==> config.mk <==
export PLATFORM = sky130hd
export DESIGN_NAME = shared_pwm_timer
export DESIGN_NICKNAME = d
export VERILOG_FILES = /design/src/rtl/pwmt_pkg.sv /design/src/rtl/pwmt_regs.sv /design/src/rtl/pwmt_prescale.sv /design/src/rtl/pwmt_counter.sv /design/src/rtl/pwmt_outstage.sv /design/src/rtl/shared_pwm_timer.sv
export SDC_FILE = /design/constraint.sdc
export NUM_CORES = 1
export LEC_CHECK = 0
export BUFFER_PORTS_ARGS = -buffer_cell sky130_fd_sc_hd__buf_2
export CORE_ASPECT_RATIO = 1.2
export CORE_MARGIN = 5
export CORE_UTILIZATION = 52
export DETAILED_ROUTE_END_ITERATION = 12
export GPL_TIMING_DRIVEN = 0
export MAX_ROUTING_LAYER = met4
export PLACE_DENSITY = 0.69
export SLEW_MARGIN = 30
export SYNTH_ARGS = -nofsm -noshare
export SYNTH_HDL_FRONTEND = slang
export SYNTH_SLANG_ARGS = --single-unit
==> constraint.sdc <==
create_clock -name clk -period 5 [get_ports clk]
set_input_delay 0.25 -clock clk [delete_from_list [all_inputs] [get_ports clk]]
set_output_delay 0.25 -clock clk [all_outputs]
set_load 0.02 [all_outputs]
==> src/rtl/pwmt_pkg.sv <==
package pwmt_pkg;

  typedef enum logic [1:0] {
    CS_OFF = 2'd0,
    CS_SYS = 2'd1,
    CS_FIX = 2'd2,
    CS_EXT = 2'd3
  } clk_sel_e;

  localparam logic [7:0] A_CTRL   = 8'h00;
  localparam logic [7:0] A_COUNT  = 8'h04;
  localparam logic [7:0] A_MOD    = 8'h08;
  localparam logic [7:0] A_CHCTL0 = 8'h0C;
  localparam logic [7:0] A_CHCV0  = 8'h10;
  localparam logic [7:0] A_INIT   = 8'h4C;
  localparam logic [7:0] A_MASK   = 8'h60;
  localparam logic [7:0] A_POL    = 8'h70;
  localparam int unsigned CH_STRIDE  = 8;
  localparam int unsigned MODE_W     = 6;
  localparam int unsigned MODE_SEL_B = 5;
  localparam int unsigned MODE_HI_B  = 3;

  // Edge-aligned high-true level: high while count is below the compare value
  function automatic logic pwm_level(input logic [31:0] cnt, input logic [31:0] cv,
                                     input logic en);
    return en && (cnt < cv);
  endfunction

  // Terminal count of the prescale divider for a given prescale code
  function automatic logic [31:0] div_limit(input logic [31:0] ps);
    return (32'd1 << ps) - 32'd1;
  endfunction

  function automatic logic mode_is_pwm(input logic [MODE_W-1:0] m);
    return m[MODE_SEL_B] && m[MODE_HI_B];
  endfunction

endpackage

==> src/rtl/pwmt_regs.sv <==
module pwmt_regs
  import pwmt_pkg::*;
#(
  parameter int unsigned NCH = 8,
  parameter int unsigned CW  = 16,
  parameter int unsigned PSW = 3,
  parameter int unsigned AW  = 8,
  parameter int unsigned DW  = 32
) (
  input  logic              clk,
  input  logic              rst_n,
  input  logic              bus_we,
  input  logic [AW-1:0]     bus_addr,
  input  logic [DW-1:0]     bus_wdata,
  output logic [DW-1:0]     bus_rdata,
  input  logic [CW-1:0]     cnt_val,
  input  logic              reload,
  output clk_sel_e          clk_sel,
  output logic [PSW-1:0]    ps,
  output logic [CW-1:0]     init_val,
  output logic [CW-1:0]     mod_act,
  output logic              cnt_load,
  output logic [NCH-1:0]    ch_en,
  output logic [NCH*CW-1:0] cv_act_flat,
  output logic [NCH-1:0]    mask,
  output logic [NCH-1:0]    pol
);

  localparam int unsigned CS_LO = PSW;
  localparam int unsigned CS_HI = PSW + 1;

  logic stopped;
  logic hit_ctrl, hit_count, hit_mod, hit_init, hit_mask, hit_pol;
  logic [CW-1:0] mod_shd;
  logic [NCH-1:0] hit_ctl, hit_cv;
  logic [MODE_W-1:0] ch_mode [NCH];
  logic [CW-1:0] cv_shd [NCH];
  logic [CW-1:0] cv_act [NCH];

  assign stopped   = (clk_sel == CS_OFF);
  assign hit_ctrl  = (bus_addr == AW'(A_CTRL));
  assign hit_count = (bus_addr == AW'(A_COUNT));
  assign hit_mod   = (bus_addr == AW'(A_MOD));
  assign hit_init  = (bus_addr == AW'(A_INIT));
  assign hit_mask  = (bus_addr == AW'(A_MASK));
  assign hit_pol   = (bus_addr == AW'(A_POL));
  assign cnt_load  = bus_we && hit_count;

  always_ff @(posedge clk or negedge rst_n) begin
    if (!rst_n) begin
      clk_sel  <= CS_OFF;
      ps       <= '0;
      init_val <= '0;
      mask     <= '1;
      pol      <= '0;
    end else if (bus_we) begin
      if (hit_ctrl) begin
        ps      <= bus_wdata[PSW-1:0];
        clk_sel <= clk_sel_e'(bus_wdata[CS_HI:CS_LO]);
      end
      if (hit_init) init_val <= bus_wdata[CW-1:0];
      if (hit_mask) mask     <= bus_wdata[NCH-1:0];
      if (hit_pol)  pol      <= bus_wdata[NCH-1:0];
    end
  end

  // Terminal value: shadow written by software, active copy used by the counter
  always_ff @(posedge clk or negedge rst_n) begin
    if (!rst_n) begin
      mod_shd <= '0;
      mod_act <= '0;
    end else begin
      if (reload) mod_act <= mod_shd;
      if (bus_we && hit_mod) begin
        mod_shd <= bus_wdata[CW-1:0];
        if (stopped) mod_act <= bus_wdata[CW-1:0];
      end
    end
  end

  for (genvar i = 0; i < NCH; i++) begin : g_ch
    assign hit_ctl[i] = (bus_addr == AW'(32'(A_CHCTL0) + i * CH_STRIDE));
    assign hit_cv[i]  = (bus_addr == AW'(32'(A_CHCV0) + i * CH_STRIDE));
    assign ch_en[i]   = mode_is_pwm(ch_mode[i]);
    assign cv_act_flat[i*CW +: CW] = cv_act[i];

    always_ff @(posedge clk or negedge rst_n) begin
      if (!rst_n) begin
        ch_mode[i] <= '0;
        cv_shd[i]  <= '0;
        cv_act[i]  <= '0;
      end else begin
        if (reload) cv_act[i] <= cv_shd[i];
        if (bus_we && hit_ctl[i]) ch_mode[i] <= bus_wdata[MODE_W-1:0];
        if (bus_we && hit_cv[i]) begin
          cv_shd[i] <= bus_wdata[CW-1:0];
          if (stopped) cv_act[i] <= bus_wdata[CW-1:0];
        end
      end
    end
  end

  always_comb begin
    bus_rdata = '0;
    if (hit_ctrl)  bus_rdata = DW'({clk_sel, ps});
    if (hit_count) bus_rdata = DW'(cnt_val);
    if (hit_mod)   bus_rdata = DW'(mod_shd);
    if (hit_init)  bus_rdata = DW'(init_val);
    if (hit_mask)  bus_rdata = DW'(mask);
    if (hit_pol)   bus_rdata = DW'(pol);
    for (int i = 0; i < NCH; i++) begin
      if (hit_ctl[i]) bus_rdata = DW'(ch_mode[i]);
      if (hit_cv[i])  bus_rdata = DW'(cv_shd[i]);
    end
  end

endmodule

==> src/rtl/pwmt_prescale.sv <==
module pwmt_prescale
  import pwmt_pkg::*;
#(
  parameter int unsigned PSW = 3
) (
  input  logic           clk,
  input  logic           rst_n,
  input  clk_sel_e       clk_sel,
  input  logic [PSW-1:0] ps,
  input  logic           fix_tick,
  input  logic           ext_tick,
  output logic           cnt_tick
);

  localparam int unsigned DVW = (1 << PSW) - 1;

  logic           src;
  logic           at_lim;
  logic [DVW-1:0] lim;
  logic [DVW-1:0] div_q;

  always_comb begin
    case (clk_sel)
      CS_SYS:  src = 1'b1;
      CS_FIX:  src = fix_tick;
      CS_EXT:  src = ext_tick;
      default: src = 1'b0;
    endcase
  end

  assign lim      = DVW'(div_limit(32'(ps)));
  assign at_lim   = (div_q >= lim);
  assign cnt_tick = src && at_lim;

  always_ff @(posedge clk or negedge rst_n) begin
    if (!rst_n)                div_q <= '0;
    else if (clk_sel == CS_OFF) div_q <= '0;
    else if (src)              div_q <= at_lim ? '0 : div_q + 1'b1;
  end

endmodule

==> src/rtl/pwmt_counter.sv <==
module pwmt_counter #(
  parameter int unsigned CW = 16
) (
  input  logic          clk,
  input  logic          rst_n,
  input  logic          cnt_tick,
  input  logic          cnt_load,
  input  logic [CW-1:0] init_val,
  input  logic [CW-1:0] mod_val,
  output logic [CW-1:0] cnt,
  output logic          reload
);

  logic at_top;

  assign at_top = (cnt >= mod_val);
  assign reload = cnt_tick && !cnt_load && at_top;

  always_ff @(posedge clk or negedge rst_n) begin
    if (!rst_n)        cnt <= '0;
    else if (cnt_load) cnt <= init_val;
    else if (cnt_tick) cnt <= at_top ? init_val : cnt + 1'b1;
  end

endmodule

==> src/rtl/pwmt_outstage.sv <==
module pwmt_outstage
  import pwmt_pkg::*;
#(
  parameter int unsigned CW = 16
) (
  input  logic          clk,
  input  logic          rst_n,
  input  logic [CW-1:0] cnt,
  input  logic [CW-1:0] cv,
  input  logic          en,
  input  logic          mask_b,
  input  logic          pol_b,
  output logic          pin
);

  logic raw;
  logic gated;

  assign raw   = pwm_level(32'(cnt), 32'(cv), en);
  assign gated = raw && !mask_b;

  always_ff @(posedge clk or negedge rst_n) begin
    if (!rst_n) pin <= 1'b0;
    else        pin <= gated ^ pol_b;
  end

endmodule

==> src/rtl/shared_pwm_timer.sv <==
module shared_pwm_timer
  import pwmt_pkg::*;
#(
  parameter int unsigned NCH = 8,
  parameter int unsigned CW  = 16,
  parameter int unsigned PSW = 3,
  parameter int unsigned AW  = 8,
  parameter int unsigned DW  = 32
) (
  input  logic           clk,
  input  logic           rst_n,
  input  logic           fix_tick,
  input  logic           ext_tick,
  input  logic           bus_we,
  input  logic [AW-1:0]  bus_addr,
  input  logic [DW-1:0]  bus_wdata,
  output logic [DW-1:0]  bus_rdata,
  output logic [NCH-1:0] pwm_out
);

  clk_sel_e          clk_sel;
  logic [PSW-1:0]    ps;
  logic [CW-1:0]     init_val;
  logic [CW-1:0]     mod_act;
  logic [CW-1:0]     cnt_q;
  logic              cnt_tick;
  logic              cnt_load;
  logic              reload;
  logic [NCH-1:0]    ch_en;
  logic [NCH*CW-1:0] cv_flat;
  logic [NCH-1:0]    mask;
  logic [NCH-1:0]    pol;

  pwmt_regs #(.NCH(NCH), .CW(CW), .PSW(PSW), .AW(AW), .DW(DW)) u_regs (
    .clk(clk), .rst_n(rst_n), .bus_we(bus_we), .bus_addr(bus_addr),
    .bus_wdata(bus_wdata), .bus_rdata(bus_rdata), .cnt_val(cnt_q),
    .reload(reload), .clk_sel(clk_sel), .ps(ps), .init_val(init_val),
    .mod_act(mod_act), .cnt_load(cnt_load), .ch_en(ch_en),
    .cv_act_flat(cv_flat), .mask(mask), .pol(pol)
  );

  pwmt_prescale #(.PSW(PSW)) u_pre (
    .clk(clk), .rst_n(rst_n), .clk_sel(clk_sel), .ps(ps),
    .fix_tick(fix_tick), .ext_tick(ext_tick), .cnt_tick(cnt_tick)
  );

  pwmt_counter #(.CW(CW)) u_cnt (
    .clk(clk), .rst_n(rst_n), .cnt_tick(cnt_tick), .cnt_load(cnt_load),
    .init_val(init_val), .mod_val(mod_act), .cnt(cnt_q), .reload(reload)
  );

  for (genvar i = 0; i < NCH; i++) begin : g_out
    pwmt_outstage #(.CW(CW)) u_os (
      .clk(clk), .rst_n(rst_n), .cnt(cnt_q), .cv(cv_flat[i*CW +: CW]),
      .en(ch_en[i]), .mask_b(mask[i]), .pol_b(pol[i]), .pin(pwm_out[i])
    );
  end

endmodule

==> results.md <==
- Largest net degree at the start of global routing: 89
- Hold path depth: 4
- DR vias: 20200
- Gate Count Post-Synth: 2406
- Routed wire length per instance: 29.1 µm
- R2R Setup Slk: 470 ps
- Commonest cells after routing, fill and taps aside: 396 x dfrtp_1, 356 x nand2_1, 225 x mux2_2
- CP startpoint kind: flip-flop
- Ys flop type: dfrtp_1
- Total CTS buffers: 44
- Post-route DRC: 0
- DIE AREA: 0.0485 mm²
- Most common cell after layout, fill and taps aside: dfrtp_1
- Slowest library cell on the worst path: nor3_2
- CP Capture Type: flip-flop
- HPWL after DPL: 67600 µm
- GRT Residual Overflow: 0
- Final setup fails: 0
- Tcrit/Tclk final: 90.6%
- Area delta synth->final: 11.2%
- Height of the chip: 240 µm
- Placement Setup Slack: 682 ps
- # fillers: 3866
- Async set or reset register ratio after synthesis: 100%
- Crit path largest cell delay: 830 ps
- Sequential area share after synthesis: 44.0%
- Max H-tree Level: 2
- Slew HR: 25.3%
- Peak VDD IR: 0.264 mV
- Overall global routing resource usage: 37.9%
- Final Wtd Congestion: 1.02
- Worst hold path class: in -> reg
- CTS resizes: 0
- Post-route clock skew: 19.7 ps
- Crit path time final: 4530 ps
- Max clock buf depth: 3
- Maximum fanout along the worst path: 10
- R2r worst-path depth: 11
- Worst setup margin: 470 ps
- CTS sink count: 404
- Share of layout cells above drive strength 1: 17.1%
- Number of flops mapped to enable cells by yosys: 0
- Post-synthesis cell type count: 87
- Crit path max-delay family: buffers and inverters
- Sequence of cells on the critical path: inv_1 > ha_1 > nand2b_1 > a31oi_1 > o21ai_1 > a211oi_4 > nor3_2 > buf_2 > clkbuf_1 > nand2_1 > a31oi_1
- CP bufs+invs: 3
- Setup Crit Path Kind: reg -> reg
- WL final: 90400 µm
- CTS tree: built
- Vias/cell: 6.49
- CP arrival: 5020 ps
- Max-Cap Viols: 0
- Reg2reg start: u_cnt.cnt[0]$_DFFE_PN0P_
- Vias in the first global route: 19900
- Port buffer count: 35
- First-pass GRT wire length: 131000 µm
- Worst-Margin Slew: 1120 ps
- I/O pins: 85
- Mean post-synth cell area: 9.56 µm²
- CP most frequent cell: a31oi_1
- WHS Endpoint: u_pre.div_q[6]$_DFFE_PN0P_
- Clock Latency Late Sink: 590 ps
- Pins Over Slew Limit: 0
- Hold Crit Start: ext_tick
- Nets: 2700
- Leakage: 11.6 nW
- Die width: 202 µm
- Clock transition at the registers of the reported paths: 60 ps
- Root buf cell: clkbuf_16
- Synthesis Warnings: 0
- Pwr/cell area: 425 mW/mm²
- Setup repair after global routing missed its margin: false
- Core area: 0.0438 mm²
- DRT Pass-1 Iters: 6
- Reg2reg end: u_regs.cv_act_flat[96]$_DFF_PN0_
- Final Hold Vio Count: 0
- Outcome: complete, no violations
- DRT antenna net count: 0
- Post-Synthesis Cell Area: 0.0230 mm²
- FMAX: 221 MHz
- Initial Utilization: 52.5%
- Hold_ws: 134 ps
- Initial antenna violation count: 1
- Starting DRC count in detailed routing: 2628
- FP Rows: 84
- Yosys reg bits: 404
- Worst EP required: 5490 ps
cell families (layout without fill, tap and decap cells):
group                    count (synthesis)  in the layout  synth area share (%)
AO/OA/AOI/OAI                          524            524                  15.2
buffers and inverters                  346            468                  6.35
multiplexers                           251            251                  12.3
other                                    1             17                0.0163
flip-flops                             404            404                  44.0
AND/OR/NAND/NOR                        725            725                  13.9
adder cells (fa/ha/maj)                145            145                  7.89
XOR/XNOR                                10             10                 0.381
cell type report:
type | count | area [µm²] | share of cell area, %
multi-input cells | 1671 | 11500 | 44.9
flip-flops and latches | 404 | 10100 | 39.6
clock buffers | 70 | 1320 | 5.16
plain buffers | 191 | 882 | 3.45
well taps | 559 | 699 | 2.74
inverters | 155 | 582 | 2.28
repair buffers | 43 | 353 | 1.38
clock inverters | 9 | 125 | 0.490
diodes | 1 | 2.50 | 0.00979
sequential cells by signal (all words and copies together) (netlist names):
name and flops:
u_regs.cv_act_flat 128, u_regs.cv_shd 128, u_regs.ch_mode 48, u_cnt.cnt 16
u_regs.init_val 16, u_regs.mod_act 16, u_regs.mod_shd 16, g_out.u_os.pin 8
u_regs.mask 8, u_regs.pol 8, u_pre.div_q 7, u_regs.ps 3
u_regs.clk_sel 2
through the flow:
step | area [µm²] | utilization (%) | TNS, ps | total power, mW | std cells
6_report | 25600 | 58.3 | 0 | 10.9 | 3103
3_3_place_gp | 23900 | 54.6 | -1754000 | 7.29 | 3015
5_1_grt | 25600 | 58.3 | 0 | 11.4 | 3103
4_1_cts | 25600 | 58.3 | 0 | 10.8 | 3102
3_5_place_dp | 24100 | 54.9 | 0 | 7.46 | 3020
2_1_floorplan | 23000 | - | 0 | 6.17 | 2421
worst max path at each step:
| stage | startpoint | endpoint | slack (ps) | cells past startpoint |
|---|---|---|---|---|
| 6_report | u_cnt.cnt[0]$_DFFE_PN0P_ | u_regs.cv_act_flat[96]$_DFF_PN0_ | 470 | 11 |
| 5_1_grt | u_cnt.cnt[0]$_DFFE_PN0P_ | u_regs.cv_act_flat[96]$_DFF_PN0_ | 500 | 11 |
| 4_1_cts | u_cnt.cnt[0]$_DFFE_PN0P_ | u_regs.cv_act_flat[96]$_DFF_PN0_ | 650 | 11 |
| 3_5_place_dp | u_cnt.cnt[0]$_DFFE_PN0P_ | u_regs.cv_act_flat[96]$_DFF_PN0_ | 680 | 11 |
| 3_3_place_gp | rst_n | u_cnt.cnt[8]$_DFFE_PN0P_ | -4450 | 1 |
| 2_1_floorplan | u_regs.ps[2]$_DFFE_PN0P_ | u_regs.cv_act_flat[100]$_DFF_PN0_ | 2220 | 12 |
Yosys cell counts (13+ instances only):
master / n / area [µm²]
nand2_1: 356 / 1340
a31oi_1: 156 / 976
dfrtp_1: 396 / 9910
a21oi_1: 73 / 365
buf_4: 31 / 233
a21o_1: 31 / 233
nand3_1: 39 / 195
a222oi_1: 15 / 150
or3_1: 13 / 81.3
o22ai_1: 18 / 113
inv_1: 154 / 578
mux2_2: 225 / 2530
nand4_1: 17 / 106
nor2_1: 222 / 833
o211ai_1: 13 / 97.6
mux2i_1: 15 / 150
buf_1: 31 / 116
o21ai_0: 76 / 380
clkbuf_1: 93 / 349
buf_2: 36 / 180
ha_1: 145 / 1810
a22oi_1: 32 / 240
where the power goes:
| group | switching, mW | total [mW] | internal, mW |
|---|---|---|---|
| combinational | 1.75 | 3.06 | 1.30 |
| sequential | 0.784 | 4.45 | 3.66 |
| clock | 1.41 | 3.37 | 1.96 |
metal layers:
layer,global-route usage (%),share of wire [%],vias to the layer above
li1,-,-,8686
met1,46.3,38,10000
met2,59.8,46,1131
met3,7.07,8.8,290
met4,20.7,6.6,0
met5,-,0,-
worst min-delay path, stage by stage:
cell and delay [ps]:
buf_2 100, a21oi_1 170, nand2_1 80, o21ai_0 60
what timing repair did:
item	4_1_cts	5_1_grt
setup buffers	0	0
hold buffers	3	0
hold endpoints to repair	110	0
(Power assumes the default switching activity.)
